--- src/rtl/seg7_pkg.sv ---
package seg7_pkg;
  localparam int CODE_W = 4;
  localparam int SEG_W  = 7;
  localparam int NCODES = 1 << CODE_W;

  typedef logic [CODE_W-1:0] code_t;
  typedef logic [SEG_W-1:0]  seg_t;

  typedef enum logic [1:0] {
    SRC_GLYPH = 2'd0,
    SRC_DARK  = 2'd1,
    SRC_LAMP  = 2'd2
  } src_e;

  localparam seg_t SEG_OFF = '0;
  localparam seg_t SEG_ALL = '1;
endpackage

--- src/rtl/seg7_glyph_rom.sv ---
module seg7_glyph_rom
  import seg7_pkg::*;
(
  input  code_t code_i,
  output seg_t  glyph_o
);
  // bit 6 = a ... bit 0 = g
  always_comb begin
    unique case (code_i)
      4'd0:    glyph_o = 7'b1111110;
      4'd1:    glyph_o = 7'b0110000;
      4'd2:    glyph_o = 7'b1101101;
      4'd3:    glyph_o = 7'b1111001;
      4'd4:    glyph_o = 7'b0110011;
      4'd5:    glyph_o = 7'b1011011;
      4'd6:    glyph_o = 7'b0011111;
      4'd7:    glyph_o = 7'b1110000;
      4'd8:    glyph_o = 7'b1111111;
      4'd9:    glyph_o = 7'b1110011;
      4'd10:   glyph_o = 7'b0001101;
      4'd11:   glyph_o = 7'b0011001;
      4'd12:   glyph_o = 7'b0100011;
      4'd13:   glyph_o = 7'b1001011;
      4'd14:   glyph_o = 7'b0001111;
      default: glyph_o = SEG_OFF;
    endcase
  end
endmodule

--- src/rtl/seg7_zero_ripple.sv ---
module seg7_zero_ripple
  import seg7_pkg::*;
(
  input  code_t code_i,
  input  logic  rbi_ni,
  input  logic  lamp_test_ni,
  output logic  hide_o,
  output logic  rbo_no
);
  logic is_zero;

  assign is_zero = (code_i == code_t'(0));
  // lamp test wins over zero suppression
  assign hide_o  = ~rbi_ni & is_zero & lamp_test_ni;
  assign rbo_no  = ~hide_o;
endmodule

--- src/rtl/seg7_out_sel.sv ---
module seg7_out_sel
  import seg7_pkg::*;
(
  input  logic blank_ni,
  input  logic lamp_test_ni,
  input  logic hide_i,
  input  seg_t glyph_i,
  output seg_t seg_o
);
  src_e src;

  // priority: blank > lamp test > ripple hide > glyph
  always_comb begin
    if (!blank_ni)          src = SRC_DARK;
    else if (!lamp_test_ni) src = SRC_LAMP;
    else if (hide_i)        src = SRC_DARK;
    else                    src = SRC_GLYPH;
  end

  always_comb begin
    unique case (src)
      SRC_DARK: seg_o = SEG_OFF;
      SRC_LAMP: seg_o = SEG_ALL;
      default:  seg_o = glyph_i;
    endcase
  end
endmodule

--- src/rtl/seg7_decoder.sv ---
module seg7_decoder
  import seg7_pkg::*;
(
  input  logic [CODE_W-1:0] code_i,
  input  logic              blank_ni,
  input  logic              lamp_test_ni,
  input  logic              rbi_ni,
  output logic [SEG_W-1:0]  seg_o,
  output logic              rbo_no
);
  seg_t glyph;
  logic hide;

  seg7_glyph_rom u_rom (
    .code_i  (code_i),
    .glyph_o (glyph)
  );

  seg7_zero_ripple u_zr (
    .code_i       (code_i),
    .rbi_ni       (rbi_ni),
    .lamp_test_ni (lamp_test_ni),
    .hide_o       (hide),
    .rbo_no       (rbo_no)
  );

  seg7_out_sel u_sel (
    .blank_ni     (blank_ni),
    .lamp_test_ni (lamp_test_ni),
    .hide_i       (hide),
    .glyph_i      (glyph),
    .seg_o        (seg_o)
  );
endmodule

--- config.mk ---
export PLATFORM = sky130hd
export DESIGN_NAME = seg7_decoder
export DESIGN_NICKNAME = d
export VERILOG_FILES = /design/src/rtl/seg7_pkg.sv /design/src/rtl/seg7_glyph_rom.sv /design/src/rtl/seg7_zero_ripple.sv /design/src/rtl/seg7_out_sel.sv /design/src/rtl/seg7_decoder.sv
export SDC_FILE = /design/constraint.sdc
export NUM_CORES = 1
export LEC_CHECK = 0
export BUFFER_PORTS_ARGS = -buffer_cell sky130_fd_sc_hd__clkbuf_2
export CAP_MARGIN = 10
export CORE_AREA = 2 2 39 41
export DETAILED_ROUTE_END_ITERATION = 16
export DIE_AREA = 0 0 41 43
export PLACE_DENSITY = 0.48
export SYNTH_ARGS = -nofsm -noshare
export SYNTH_HDL_FRONTEND = slang
export SYNTH_HIERARCHICAL = 1
export SYNTH_SLANG_ARGS = --single-unit
--- constraint.sdc ---
create_clock -name vclk -period 1.9
set_input_delay 0.19 -clock vclk [all_inputs]
set_output_delay 0.19 -clock vclk [all_outputs]
set_load 0.05 [all_outputs]
==> flow_metrics.tcl <==
set metrics [dict create \
    status "complete, no violations" \
    finalSetupViolCount 0 \
    required_ns 1.71 \
    ys_top_cells_by_area "mux2_4 (33%), ha_1 (17%), mux2i_1 (8.3%)" \
    powerDensity_nw_per_um2 423.5 \
    numPortBuffers 15 \
    syn_to_final_growth_pct 56.55 \
    dr.pass1.iters 4 \
    synth.largest_area_cell "mux2_4" \
    p_seq_frac 0 \
    start_util 0.2622 \
    coreArea_um2 1384 \
    place.gp.congestion 0.6704 \
    hold_class "in -> out" \
    die_w_um 41 \
    ant_nets 0 \
    stdcell_count 76 \
    syn_inst 41 \
    diodes 0 \
    fp.dieArea_um2 1763 \
    hold_depth 3 \
    grt_pass1_wl_um 1179 \
    cp-startpoint "code_i[3]" \
    clkbuf_count 0 \
    routed_wl_um 750 \
    clkPwrFrac 0 \
    ys_seq_area_frac 0 \
    finalHoldViolCount 0 \
    num_io_pins 15 \
    cp-start-kind "input port" \
    wl_per_cell_um 9.868 \
    nets 74 \
    power_uw 240.5 \
    hp-start "lamp_test_ni" \
    placed_cells 75 \
    drv_slew 0 \
    synth_area_um2 362.8 \
    via_per_inst 4.592 \
    synth_nets 53 \
    gr-usage-all-layers 0.08991 \
    min_period_over_period 0.9645 \
    drive_gt1_frac 0.6333 \
    cap_violations 0 \
    p_int_uw 115.8 \
    yosysWarnings 6 \
    path_max_fanout 7 \
    setup.worst_path.class "in -> out" \
    rows 14 \
    fin_crit_ns 1.833 \
    route.detailed.drc 0 \
    p_sw_uw 124.8 \
    holdBufCountCts 0 \
    max_slew_margin 0.8180 \
    p_leak_nw 0.3006 \
    seq_area_um2 0 \
    design.seq.count 0 \
    avgSynthCellArea_um2 8.850 \
    critPathCaptureType "output port" \
    via_count 349 \
    cp.arrival_ns 1.64 \
    switching_share 0.5187 \
    grt_antenna_before_repair 0 \
    fmax_mhz 545.7 \
    dr.first_iter.drc_count 2 \
    tightest_slew_ns 0.2741 \
    grt_pass1_vias 287 \
    ys_types 19 \
    p_comb_frac 1.000 \
    grt_overflow 0 \
    grt_max_degree 9 \
    fp.dieH_um 43 \
    synth_top_cell_area_share 0.3310 \
    ir_drop_uv 110.2 \
]
## power by group through the flow
stage	clock (mW)	combinational, mW	sequential (mW)
after floorplan	0	0.155	0
after global placement	0	0.192	0
after detailed placement	0	0.192	0
after CTS	0	0.224	0
after global routing	0	0.255	0
final	0	0.241	0
## final timing paths
path	endpoint
setup / recovery	seg_o[1]
hold / removal	rbo_no
## metal layers
metal  vias up  routed length (um)  global-route usage  part of all wire
li1        189                   -                   -                 -
met1       149                 333              0.1297              0.44
met2        11                 382              0.1531              0.51
met3         0                  34                   0             0.045
met4         0                   0                   0                 0
met5         -                   0                   0                 0
## metrics by stage
stage	instance area, um^2	setup TNS, ns	util	hold WS (ns)	worst slack (ns)
2_1_floorplan	362.8	0	-	0.7538	0.3335
3_3_place_gp	475.5	-0.7403	0.3436	0.8150	-0.1086
3_5_place_dp	475.5	-0.6681	0.3436	0.8191	-0.1015
4_1_cts	539.3	0	0.3897	0.8236	0.01513
5_1_grt	568.0	-0.001232	0.4105	0.8512	-0.001232
6_report	568.0	0	0.4105	0.8201	0.06737
## cells in the mapped netlist (all sizes together)
master  count
a211oi      1
a21boi      1
a21o        2
a21oi       3
and4b       1
buf         3
ha          5
inv         4
mux2        8
mux2i       3
nand2       1
nand4b      1
nor2        4
nor2b       1
nor3        1
o21ai       1
o22ai       1
## layout make-up
type | count | area [um^2]
fillers | 144 | 815.8
inverters | 4 | 15.01
multi-input cells | 34 | 335.3
repair buffers | 22 | 197.7
well taps | 16 | 20.02
## layout by cell type (no fill, tap or decap), types with 2 or more instances in the layout
| master | Yosys | final |
|---|---|---|
| inv_1 | 3 | 3 |
| nor2_1 | 4 | 2 |
| ha_1 | 5 | 3 |
| mux2i_1 | 3 | 3 |
| nor2_2 | 0 | 2 |
| clkbuf_2 | 0 | 8 |
| buf_8 | 0 | 7 |
| a21o_2 | 2 | 2 |
| mux2_4 | 8 | 8 |
| ha_2 | 0 | 2 |
| buf_4 | 0 | 7 |
| a21oi_1 | 3 | 3 |
## cell families (layout without fill, tap and decap cells)
group,after synthesis,count (layout),synth area share
adders and majority gates,5,5,0.1724
muxes,11,11,0.4138
and+or+nand+nor,9,9,0.1345
AOI/OAI and AO/OA,9,9,0.1621
buffers and inverters,7,26,0.1172
## repair_timing
item,4_1_cts,5_1_grt
pin swaps,1,2
resized for setup,15,11
setup endpoints to repair,7,7
setup buffers,0,1
## worst max-delay path: stages
cell and delay, ns:
clkbuf_2 0.09, nor2_2 0.11, and4b_1 0.20, a21boi_0 0.09, ha_2 0.47, mux2_4 0.34
buf_8 0.15
(Power assumes the default switching activity.)
